## src/rtl/irqn_pkg.sv

```systemverilog
package irqn_pkg;
  typedef enum logic [2:0] {
    SEL_PRIO      = 3'd0,
    SEL_ENABLE    = 3'd1,
    SEL_ALLMASK   = 3'd2,
    SEL_THRESH    = 3'd3,
    SEL_FAULTMASK = 3'd4,
    SEL_BASE      = 3'd5
  } regSel_e;

  // strobes from control to datapath
  typedef struct packed {
    logic take;
    logic pop;
  } ctlStrobe_t;
endpackage

```

## src/rtl/irqn_arb.sv

```systemverilog
module irqn_arb #(
  parameter int NUM_IRQ = 8,
  parameter int PRIO_W  = 3,
  localparam int IDX_W  = $clog2(NUM_IRQ)
) (
  input  logic [NUM_IRQ-1:0]             elig,
  input  logic [NUM_IRQ-1:0][PRIO_W-1:0] prioIn,
  output logic                           bestValid,
  output logic [IDX_W-1:0]               bestIdx,
  output logic [PRIO_W-1:0]              bestPrio
);
  // strict compare keeps the lower index on ties
  always_comb begin
    bestValid = 1'b0;
    bestIdx   = '0;
    bestPrio  = '1;
    for (int i = 0; i < NUM_IRQ; i++) begin
      if (elig[i] && (!bestValid || prioIn[i] < bestPrio)) begin
        bestValid = 1'b1;
        bestIdx   = IDX_W'(i);
        bestPrio  = prioIn[i];
      end
    end
  end
endmodule

```

## src/rtl/irqn_dp.sv

```systemverilog
module irqn_dp
  import irqn_pkg::*;
#(
  parameter int NUM_IRQ = 8,
  parameter int PRIO_W  = 3,
  parameter int ADDR_W  = 32,
  parameter int EXC_OFS = 16,
  parameter int EXC_W   = 8,
  localparam int IDX_W  = $clog2(NUM_IRQ),
  localparam int DEP_W  = $clog2(NUM_IRQ + 1)
) (
  input  logic               clk,
  input  logic               rstN,
  input  logic [NUM_IRQ-1:0] irqLine,
  input  logic               regWrEn,
  input  logic [2:0]         regSel,
  input  logic [IDX_W-1:0]   regIdx,
  input  logic [ADDR_W-1:0]  regData,
  input  ctlStrobe_t         strobe,
  output logic               bestValid,
  output logic [PRIO_W-1:0]  bestPrio,
  output logic [PRIO_W:0]    runPrio,
  output logic               allMask,
  output logic               faultMask,
  output logic [PRIO_W-1:0]  thresh,
  output logic [DEP_W-1:0]   depth,
  output logic [EXC_W-1:0]   excNum,
  output logic [ADDR_W-1:0]  vecAddr
);
  localparam logic [PRIO_W:0] IDLE = (PRIO_W+1)'(1 << PRIO_W);

  logic [NUM_IRQ-1:0][PRIO_W-1:0] prioReg;
  logic [NUM_IRQ-1:0]             enReg, pendReg, actReg, irqPrev;
  logic [NUM_IRQ-1:0][IDX_W-1:0]  nestStack;
  logic [ADDR_W-1:0]              tableBase;
  logic [IDX_W-1:0]               bestIdx;
  logic [NUM_IRQ-1:0]             takeMask, popMask, elig;
  logic [IDX_W-1:0]               topIdx;

  assign elig = pendReg & enReg & ~actReg;

  irqn_arb #(.NUM_IRQ(NUM_IRQ), .PRIO_W(PRIO_W)) uArb (
    .elig(elig), .prioIn(prioReg),
    .bestValid(bestValid), .bestIdx(bestIdx), .bestPrio(bestPrio)
  );

  // running priority follows the live priority of active lines
  always_comb begin
    runPrio = IDLE;
    for (int i = 0; i < NUM_IRQ; i++)
      if (actReg[i] && {1'b0, prioReg[i]} < runPrio) runPrio = {1'b0, prioReg[i]};
  end

  assign topIdx   = nestStack[IDX_W'(depth - DEP_W'(1))];
  assign takeMask = strobe.take ? (NUM_IRQ'(1) << bestIdx) : '0;
  assign popMask  = strobe.pop  ? (NUM_IRQ'(1) << topIdx)  : '0;
  assign excNum   = EXC_W'(bestIdx) + EXC_W'(EXC_OFS);
  assign vecAddr  = tableBase + (ADDR_W'(excNum) << 2);

  always_ff @(posedge clk) begin
    if (!rstN) begin
      prioReg   <= '0;
      enReg     <= '0;
      pendReg   <= '0;
      actReg    <= '0;
      irqPrev   <= '0;
      nestStack <= '0;
      depth     <= '0;
      tableBase <= '0;
      allMask   <= 1'b0;
      faultMask <= 1'b0;
      thresh    <= '0;
    end else begin
      irqPrev <= irqLine;
      pendReg <= (pendReg & ~takeMask) | (irqLine & ~irqPrev);
      actReg  <= (actReg & ~popMask) | takeMask;
      if (strobe.take && strobe.pop) begin
        nestStack[IDX_W'(depth - DEP_W'(1))] <= bestIdx;
      end else if (strobe.take) begin
        nestStack[IDX_W'(depth)] <= bestIdx;
        depth <= depth + DEP_W'(1);
      end else if (strobe.pop) begin
        depth <= depth - DEP_W'(1);
      end
      if (regWrEn) begin
        case (regSel_e'(regSel))
          SEL_PRIO:      prioReg[regIdx] <= regData[PRIO_W-1:0];
          SEL_ENABLE:    enReg <= regData[NUM_IRQ-1:0];
          SEL_ALLMASK:   allMask <= regData[0];
          SEL_THRESH:    thresh <= regData[PRIO_W-1:0];
          SEL_FAULTMASK: faultMask <= regData[0];
          SEL_BASE:      tableBase <= {regData[ADDR_W-1:2], 2'b00};
          default:       ;
        endcase
      end
    end
  end
endmodule

```

## src/rtl/irqn_ctl.sv

```systemverilog
module irqn_ctl
  import irqn_pkg::*;
#(
  parameter int PRIO_W = 3,
  parameter int DEP_W  = 4
) (
  input  logic              bestValid,
  input  logic [PRIO_W-1:0] bestPrio,
  input  logic [PRIO_W:0]   runPrio,
  input  logic              allMask,
  input  logic              faultMask,
  input  logic [PRIO_W-1:0] thresh,
  input  logic [DEP_W-1:0]  depth,
  input  logic              takeAck,
  input  logic              retStrobe,
  output logic              intReq,
  output ctlStrobe_t        strobe
);
  logic [PRIO_W:0] ceiling;

  always_comb begin
    ceiling = runPrio;
    if (thresh != '0 && {1'b0, thresh} < ceiling) ceiling = {1'b0, thresh};
  end

  assign intReq      = bestValid && !allMask && !faultMask && ({1'b0, bestPrio} < ceiling);
  assign strobe.take = intReq && takeAck;
  assign strobe.pop  = retStrobe && (depth != '0);
endmodule

```

## src/rtl/irq_nest_ctrl.sv

```systemverilog
module irq_nest_ctrl
  import irqn_pkg::*;
#(
  parameter int NUM_IRQ = 8,
  parameter int PRIO_W  = 3,
  parameter int ADDR_W  = 32,
  localparam int IDX_W  = $clog2(NUM_IRQ),
  localparam int DEP_W  = $clog2(NUM_IRQ + 1)
) (
  input  logic               clk,
  input  logic               rstN,
  input  logic [NUM_IRQ-1:0] irqLine,
  input  logic               regWrEn,
  input  logic [2:0]         regSel,
  input  logic [IDX_W-1:0]   regIdx,
  input  logic [ADDR_W-1:0]  regData,
  input  logic               takeAck,
  input  logic               retStrobe,
  output logic               intReq,
  output logic [7:0]         excNum,
  output logic [ADDR_W-1:0]  vecAddr,
  output logic [PRIO_W:0]    runPrio
);
  ctlStrobe_t        strobe;
  logic              bestValid, allMask, faultMask;
  logic [PRIO_W-1:0] bestPrio, thresh;
  logic [DEP_W-1:0]  depth;

  irqn_dp #(.NUM_IRQ(NUM_IRQ), .PRIO_W(PRIO_W), .ADDR_W(ADDR_W), .EXC_OFS(16), .EXC_W(8)) uDp (
    .clk(clk), .rstN(rstN), .irqLine(irqLine), .regWrEn(regWrEn), .regSel(regSel),
    .regIdx(regIdx), .regData(regData), .strobe(strobe), .bestValid(bestValid),
    .bestPrio(bestPrio), .runPrio(runPrio), .allMask(allMask), .faultMask(faultMask),
    .thresh(thresh), .depth(depth), .excNum(excNum), .vecAddr(vecAddr)
  );

  irqn_ctl #(.PRIO_W(PRIO_W), .DEP_W(DEP_W)) uCtl (
    .bestValid(bestValid), .bestPrio(bestPrio), .runPrio(runPrio), .allMask(allMask),
    .faultMask(faultMask), .thresh(thresh), .depth(depth), .takeAck(takeAck),
    .retStrobe(retStrobe), .intReq(intReq), .strobe(strobe)
  );
endmodule

```

## config.mk

```make
export PLATFORM = sky130hd
export DESIGN_NAME = irq_nest_ctrl
export DESIGN_NICKNAME = d
export VERILOG_FILES = /design/src/rtl/irqn_pkg.sv /design/src/rtl/irqn_arb.sv /design/src/rtl/irqn_dp.sv /design/src/rtl/irqn_ctl.sv /design/src/rtl/irq_nest_ctrl.sv
export SDC_FILE = /design/constraint.sdc
export NUM_CORES = 1
export LEC_CHECK = 0
export BUFFER_PORTS_ARGS = -buffer_cell sky130_fd_sc_hd__buf_2
export CAP_MARGIN = 0
export CORE_ASPECT_RATIO = 1.25
export CORE_MARGIN = 3
export CORE_UTILIZATION = 55
export DETAILED_ROUTE_END_ITERATION = 6
export PLACE_DENSITY = 0.76
export SLEW_MARGIN = 40
export SYNTH_ARGS = -nofsm -noshare
export SYNTH_HDL_FRONTEND = slang
export SYNTH_HIERARCHICAL = 1
export SYNTH_SLANG_ARGS = --single-unit
```

## constraint.sdc

```tcl
create_clock -name clk -period 19 [get_ports clk]
set_input_delay 2.85 -clock clk [delete_from_list [all_inputs] [get_ports clk]]
set_output_delay 2.85 -clock clk [all_outputs]
set_load 0.005 [all_outputs]
```

[Word level (Yosys, flattened, before mapping)]
Cells that the tools add are included.
Word-level totals
  flip-flop bits (word level): 119
  output and inout port bits: 45
  word-level logic and storage cells: 171
Cells by class
  add/sub/neg operators: 4
  magnitude comparators: 22
  eq/ne operators: 5
  shifts and indexed selects: 2
  mux-type cells: 49
  bitwise logic cells: 12
  reduce and logical (&&, ||, !) cells: 52
Operators by type and width (number)
  24-bit bitwise mux: 3
  3-bit 2-to-1 mux: 18
  24-bit 2-to-1 mux: 2
  4-bit 2-to-1 mux: 11
  8-bit AND: 5
  3-bit by 4-bit < comparator with 1-bit output: 9
  32-bit by 10-bit adder with 32-bit output: 1
  8-bit inverter: 4
  3-bit demux with 3-bit select: 3
  1-bit logical AND: 24
  3-bit < comparator: 7
  8-bit 2-to-1 mux: 2
  8-bit bitwise OR: 2
  1-bit by 3-bit left shift with 8-bit output (first input constant): 2
  2-bit AND reduction: 7
  3-bit by 4-bit < comparator with 1-bit output (second input constant): 3
  3-bit binary-select mux with 3-bit select: 1
  3-bit by 1-bit greater-or-equal comparator with 1-bit output (second input constant): 3
  1-bit zero test: 9
  1-bit 2-to-1 mux: 9
  1-bit logical OR: 7
  3-bit by 5-bit adder with 6-bit output (second input constant): 1
  3-bit by 2-bit equality test with 1-bit output (second input constant): 2
  3-bit equality test (second input constant): 2
  8 further kinds: 9

[Longest topological paths before layout]
  depth in word-level cells: 39
  mapped depth: 69
  gate-level depth less buffers: 66

[Modules after synthesis]
The synthesis kept the hierarchy.
Modules (own cells, without submodules)
  irqn_dp: times used 1, cells each 739, area each 6610.1 µm², seq. area each 2382.3 µm²
  irqn_arb: times used 1, cells each 177, area each 1228.7 µm², seq. area each 0.0 µm²
  irqn_ctl: times used 1, cells each 30, area each 205.2 µm², seq. area each 0.0 µm²

[Least setup slack after synthesis]
OpenSTA, ideal clock, no wires.
  kind: register to output
  from: register uDp.actReg[0]
  to: output vecAddr[26]
  data arrival time: 11.277 ns
  required time: 16.150 ns
  setup slack: 4.873 ns
  cell stages (with the launch flop): 60
  buffers on the path: 3
  path through: dfxtp_1 > buf_6 > and3b_1 > buf_2 > nand3b_1 > nand2_1 > a2111oi_4 > or2_1 > o21ai_2 > o21ai_0 > inv_1 > ha_1 > o311ai_0 > nor3_1 > a21oi_1 > a22oi_1 > or2_2 > mux2_2 > [24 not listed] > a21oi_1 > ha_1 > a211oi_1 > or3b_2 > o31a_4 > nor2b_1 > nand2_1 > clkbuf_1 > inv_1 > fa_1 > nor2b_1 > o21a_1 > o21ai_0 > or3_1 > nor2_1 > nand4_1 > nor2_1 > xor2_1
Between the ends
  word-level cells in the longest chain between the ends: 33
  elaborated cells between the ends (all ways): 53
RTL lines
  from (decl): line irqn_dp.sv:33  | logic [NUM_IRQ-1:0] enReg, pendReg, actReg, irqPrev;
  from (signal assigned): line irqn_dp.sv:76  | actReg <= (actReg & ~popMask) | takeMask;
  8-bit inverter *: line irqn_dp.sv:40  | assign elig = pendReg & enReg & ~actReg;
  8-bit AND *: line irqn_dp.sv:40
  via uDp.elig[0]: line irqn_dp.sv:37  | logic [NUM_IRQ-1:0] takeMask, popMask, elig;
  3-bit 2-to-1 mux or 1-bit 2-to-1 mux (tied branches): line irqn_arb.sv:18  | if (elig[i] && (!bestValid || prioIn[i] < bestPrio)) begin
  3-bit < comparator or 1-bit zero test (tied branches): line irqn_arb.sv:18
  1-bit logical OR: line irqn_arb.sv:18
  1-bit logical AND: line irqn_arb.sv:18
  3-bit 2-to-1 mux or 1-bit 2-to-1 mux (tied branches): line irqn_arb.sv:18
  [19 not listed]
  3-bit 2-to-1 mux or 1-bit 2-to-1 mux (tied branches): line irqn_arb.sv:18
  3-bit < comparator or 1-bit zero test (tied branches): line irqn_arb.sv:18
  1-bit logical OR: line irqn_arb.sv:18
  1-bit logical AND: line irqn_arb.sv:18
  3-bit 2-to-1 mux *: line irqn_arb.sv:18
  3-bit by 5-bit adder with 6-bit output *: line irqn_dp.sv:57  | assign excNum = EXC_W'(bestIdx) + EXC_W'(EXC_OFS);
  via excNum[1]: line irq_nest_ctrl.sv:20  | output logic [7:0] excNum,
  32-bit by 10-bit adder with 32-bit output *: line irqn_dp.sv:58  | assign vecAddr = tableBase + (ADDR_W'(excNum) << 2);
  to (decl): line irq_nest_ctrl.sv:21  | output logic [ADDR_W-1:0] vecAddr,
The timed path passes the listed nets; every way through them passes the cells marked *.

[Final worst setup path]
  from: register uDp.actReg[0]
  to: output vecAddr[26]
Between the ends
  word-level cells in the longest chain between the ends: 33
  elaborated cells between the ends (all ways): 53
RTL lines (line)
  8-bit inverter *: irqn_dp.sv:40
  8-bit AND *: irqn_dp.sv:40
  via uDp.elig[0]: irqn_dp.sv:37
  3-bit 2-to-1 mux or 1-bit 2-to-1 mux (tied branches): irqn_arb.sv:18
  3-bit < comparator or 1-bit zero test (tied branches): irqn_arb.sv:18
  1-bit logical OR: irqn_arb.sv:18
  1-bit logical AND: irqn_arb.sv:18
  3-bit 2-to-1 mux or 1-bit 2-to-1 mux (tied branches): irqn_arb.sv:18
  [18 not listed]
  1-bit logical AND: irqn_arb.sv:18
  3-bit 2-to-1 mux or 1-bit 2-to-1 mux (tied branches): irqn_arb.sv:18
  3-bit < comparator or 1-bit zero test (tied branches): irqn_arb.sv:18
  1-bit logical OR: irqn_arb.sv:18
  1-bit logical AND: irqn_arb.sv:18
  3-bit 2-to-1 mux *: irqn_arb.sv:18
  3-bit by 5-bit adder with 6-bit output *: irqn_dp.sv:57
  32-bit by 10-bit adder with 32-bit output *: irqn_dp.sv:58
Marks and branches as above.

==> impl_metrics.csv <==
group,metric,value,unit
worst_setup_path,required,16.15,ns
floorplan,dieArea,16100,sq um
worst_setup_path,cp_max_fo,16,
floorplan,die_w,114,microns
route,drt-wirelength-per-cell,16.6,microns
synth,synthesized_netlist_cell_count,946,
timing,period_share,84.2,%
grt,largest_net_degree_at_the_start_of_global_routing,120,
timing,max_freq,62.5,MHz
clock_tree,clock_sinks,119,
route,first_iter_violations,317,
worst_setup_path,worst_path_max_delay_cell,"or3b_2",
route,postRouteWirelength,20000,microns
cells_and_area,areaGrowthSynthToFinish,13.6,%
route,detail_route.vias_per_cell,5.81,
timing,tightest_slew,0.808,ns
timing,final-hold-violation-count,0,
power_and_ir_drop,leakage,3.75,nW
clock_tree,postCtsResizedCells,0,
grt,remaining_global_route_overflow,0,
synth,synth_ff_type,"dfxtp_1",
worst_setup_path,cp_launch_type,"flip-flop",
timing,layout_min_cycle_time,15.99,ns
floorplan,io-pin-count,96,
outcome,outcome,"complete, no violations",
route,met1_length,8330,microns
route,detail_route.drc_violations,0,
timing,worst_skew,0.00501,ns
flow_run,max-cap-violations,0,
cells_and_area,num-nets-final,1105,
route,drt.antenna.violating_nets,0,
clock_tree,clock-root-buffer,"clkbuf_16",
floorplan,rows,48,
grt,number_of_antenna_violations_at_the_first_check_in_global_routing,0,
clock_tree,postCtsHoldBufs,0,
cells_and_area,num_antenna_cells,0,
place,place.gp.congestion,0.880,
synth,yosys_register_bits,119,
clock_tree,max-clock-path-buffers,2,
route,total_number_of_vias,7008,
timing,grt_setup_unrepaired,"false",
route,highest-signal-layer,"met4",
power_and_ir_drop,power.density_cell_area,74.5,nW/um^2
route,met2WireLength,10400,microns
floorplan,initial_utilization,57.2,%
worst_hold_path,path_category_of_the_worst_min_delay_check,"flip-flop to flip-flop",
synth,average_cell_area_after_synthesis,8.50,sq um
synth,count_of_cell_types_in_the_netlist,90,
synth,synth_edf_count,0,
synth,fraction_of_the_yosys_area_taken_by_sequential_cells,29.6,%
floorplan,floorplan.die.height,141,microns
worst_setup_path,path_class,"flip-flop to output pin",
timing,max-slew-margin-rel,45.7,%
timing,totalNegativeSetupSlack,0,ns
cells_and_area,final_layout_size_suffix_gt1_share,16.9,%
clock_tree,htree_levels,4,
timing,report.final.slew_viol_count,0,
clock_tree,cts_post_setup_buffers_inserted,0,
clock_tree,tritoncts.num_buffers,17,
synth,yosys_warnings,6,
grt,track_usage,24.7,%
grt,number_of_global_route_vias_before_repair,6844,
worst_setup_path,critical_path_arrival,13.14,ns
route,detail_route.first_pass.iterations,5,
floorplan,floorplan.core_area,14100,sq um
synth,synth-async-reset-ratio,0,%
clock_tree,clk-insertion-delay-late,0.40,ns
place,placement.setup.worst_slack,3.56,ns
clock_tree,tritoncts,"yes",
synth,synth.cell_area,8040,sq um
place,dp_hpwl,14300,microns
place,port_buffer_cells,88,
grt,grt_first_pass_wirelength,32700,microns
timing,setup_viol,0,
power_and_ir_drop,vdd.ir_drop.worst,0.0663,mV
worst_setup_path,setup.worst_path.end_class,"output pin",
worst_setup_path,critPathMaxStageDelay,0.49,ns
clock_tree,clkTransAtPathRegs,0.05,ns
route,met3_length,905,microns
timing,smallest_setup_slack_after_layout,3.01,ns
==> power breakdown <==
part / internal (mW) / switching [mW]
Sequential: 0.258 / 0.0155
Combinational: 0.0455 / 0.0550
Clock: 0.192 / 0.115
Total: 0.495 / 0.185
==> flip-flops by register name (all words and copies together), names as in the netlist <==
signal / count
uDp/actReg: 8
uDp/pendReg: 8
uDp/allMask: 1
uDp/prioReg: 24
uDp/thresh: 3
uDp/faultMask: 1
uDp/enReg: 8
uDp/tableBase: 30
uDp/irqPrev: 8
uDp/depth: 4
uDp/nestStack: 24
==> final cells by class <==
class | count | area (sq um)
clock inverters | 12 | 131
well taps | 175 | 219
multi-input cells | 754 | 5360
flip-flops and latches | 119 | 2380
repair buffers | 91 | 467
inverters | 37 | 139
fillers | 1259 | 4920
clock buffers | 19 | 433
==> layout by cell type (no fill, tap or decap), types with 5 or more instances in the layout <==
master,count
a21o_1,6
o21a_1,9
inv_1,36
ha_1,33
nand3_1,25
mux4_2,6
nor2_1,45
nand4_1,6
nor3_1,13
and3_1,12
nand2b_1,15
nor2b_1,91
clkbuf_16,17
o211ai_1,6
xnor2_1,19
a31oi_1,9
nand2_1,108
or3_1,5
xor2_1,14
o21ai_1,9
and2_1,14
conb_1,9
a21boi_0,39
mux2_2,6
and3b_1,7
buf_2,88
nor3b_1,5
o21ai_0,27
a31o_2,6
dfxtp_1,118
mux2i_1,71
a21oi_1,42
==> synth_stat cells (15+ instances only) <==
library cell / n / area (sq um)
ha_1: 33 / 413
nand3_1: 25 / 125
a21boi_0: 39 / 293
a21oi_1: 42 / 210
clkbuf_1: 32 / 120
dfxtp_1: 119 / 2380
o21ai_0: 28 / 140
nor2b_1: 91 / 569
inv_1: 36 / 135
nand2_1: 108 / 405
nor2_1: 47 / 176
xnor2_1: 19 / 166
nand2b_1: 15 / 93.8
mux2i_1: 71 / 711
==> layer usage <==
metal  vias to the layer above  GRT usage (%)
met3                        37           5.20
li1                       3500              -
met2                       175           45.7
met4                         0           8.13
met1                      3296           27.9
met5                         -              0
==> metrics by stage <==
step | cells | utilization, % | hold WS, ns | total power [mW] | instance area, sq um
after floorplan | 952 | - | 0.443 | 0.351 | 8070
final | 1207 | 65.0 | 0.478 | 0.680 | 9140
after detailed placement | 1176 | 60.9 | 0.469 | 0.377 | 8560
after global routing | 1207 | 65.0 | 0.514 | 0.708 | 9140
after global placement | 1176 | 60.9 | 0.458 | 0.376 | 8560
after CTS | 1207 | 64.9 | 0.478 | 0.683 | 9130
==> worst paths after layout <==
path / startpoint / end / slack, ns / depth (start not counted)
worst min-delay path: uDp/tableBase[30] / uDp/tableBase[30] / 0.48 / 2
worst max-delay path: uDp/actReg[0] / vecAddr[26] / 3.01 / 58
worst min register to register: uDp/tableBase[30] / uDp/tableBase[30] / 0.48 / 2
worst max register to register: uDp/actReg[0] / uDp/nestStack[5] / 5.97 / 58
==> kinds of logic after synthesis <==
kind of cell / share of synthesized area (%)
XOR/XNOR: 3.80
other: 0.140
buffers and inverters: 4.14
AO/OA/AOI/OAI: 20.6
flip-flops: 29.6
multiplexers: 11.4
AND/OR/NAND/NOR: 24.9
adder cells (fa/ha/maj): 5.38
==> worst max-delay path, delay by kind of cell (launching register included) <==
family | cells | cell delay [ns]
AO/OA/AOI/OAI | 25 | 4.97
AND/OR/NAND/NOR | 17 | 3.96
adder cells (fa/ha/maj) | 7 | 1.97
buffers and inverters | 5 | 0.45
XOR/XNOR | 1 | 0.15
flip-flops | 1 | 0.43
multiplexers | 3 | 0.77
Power figures use the tool's default switching activity.
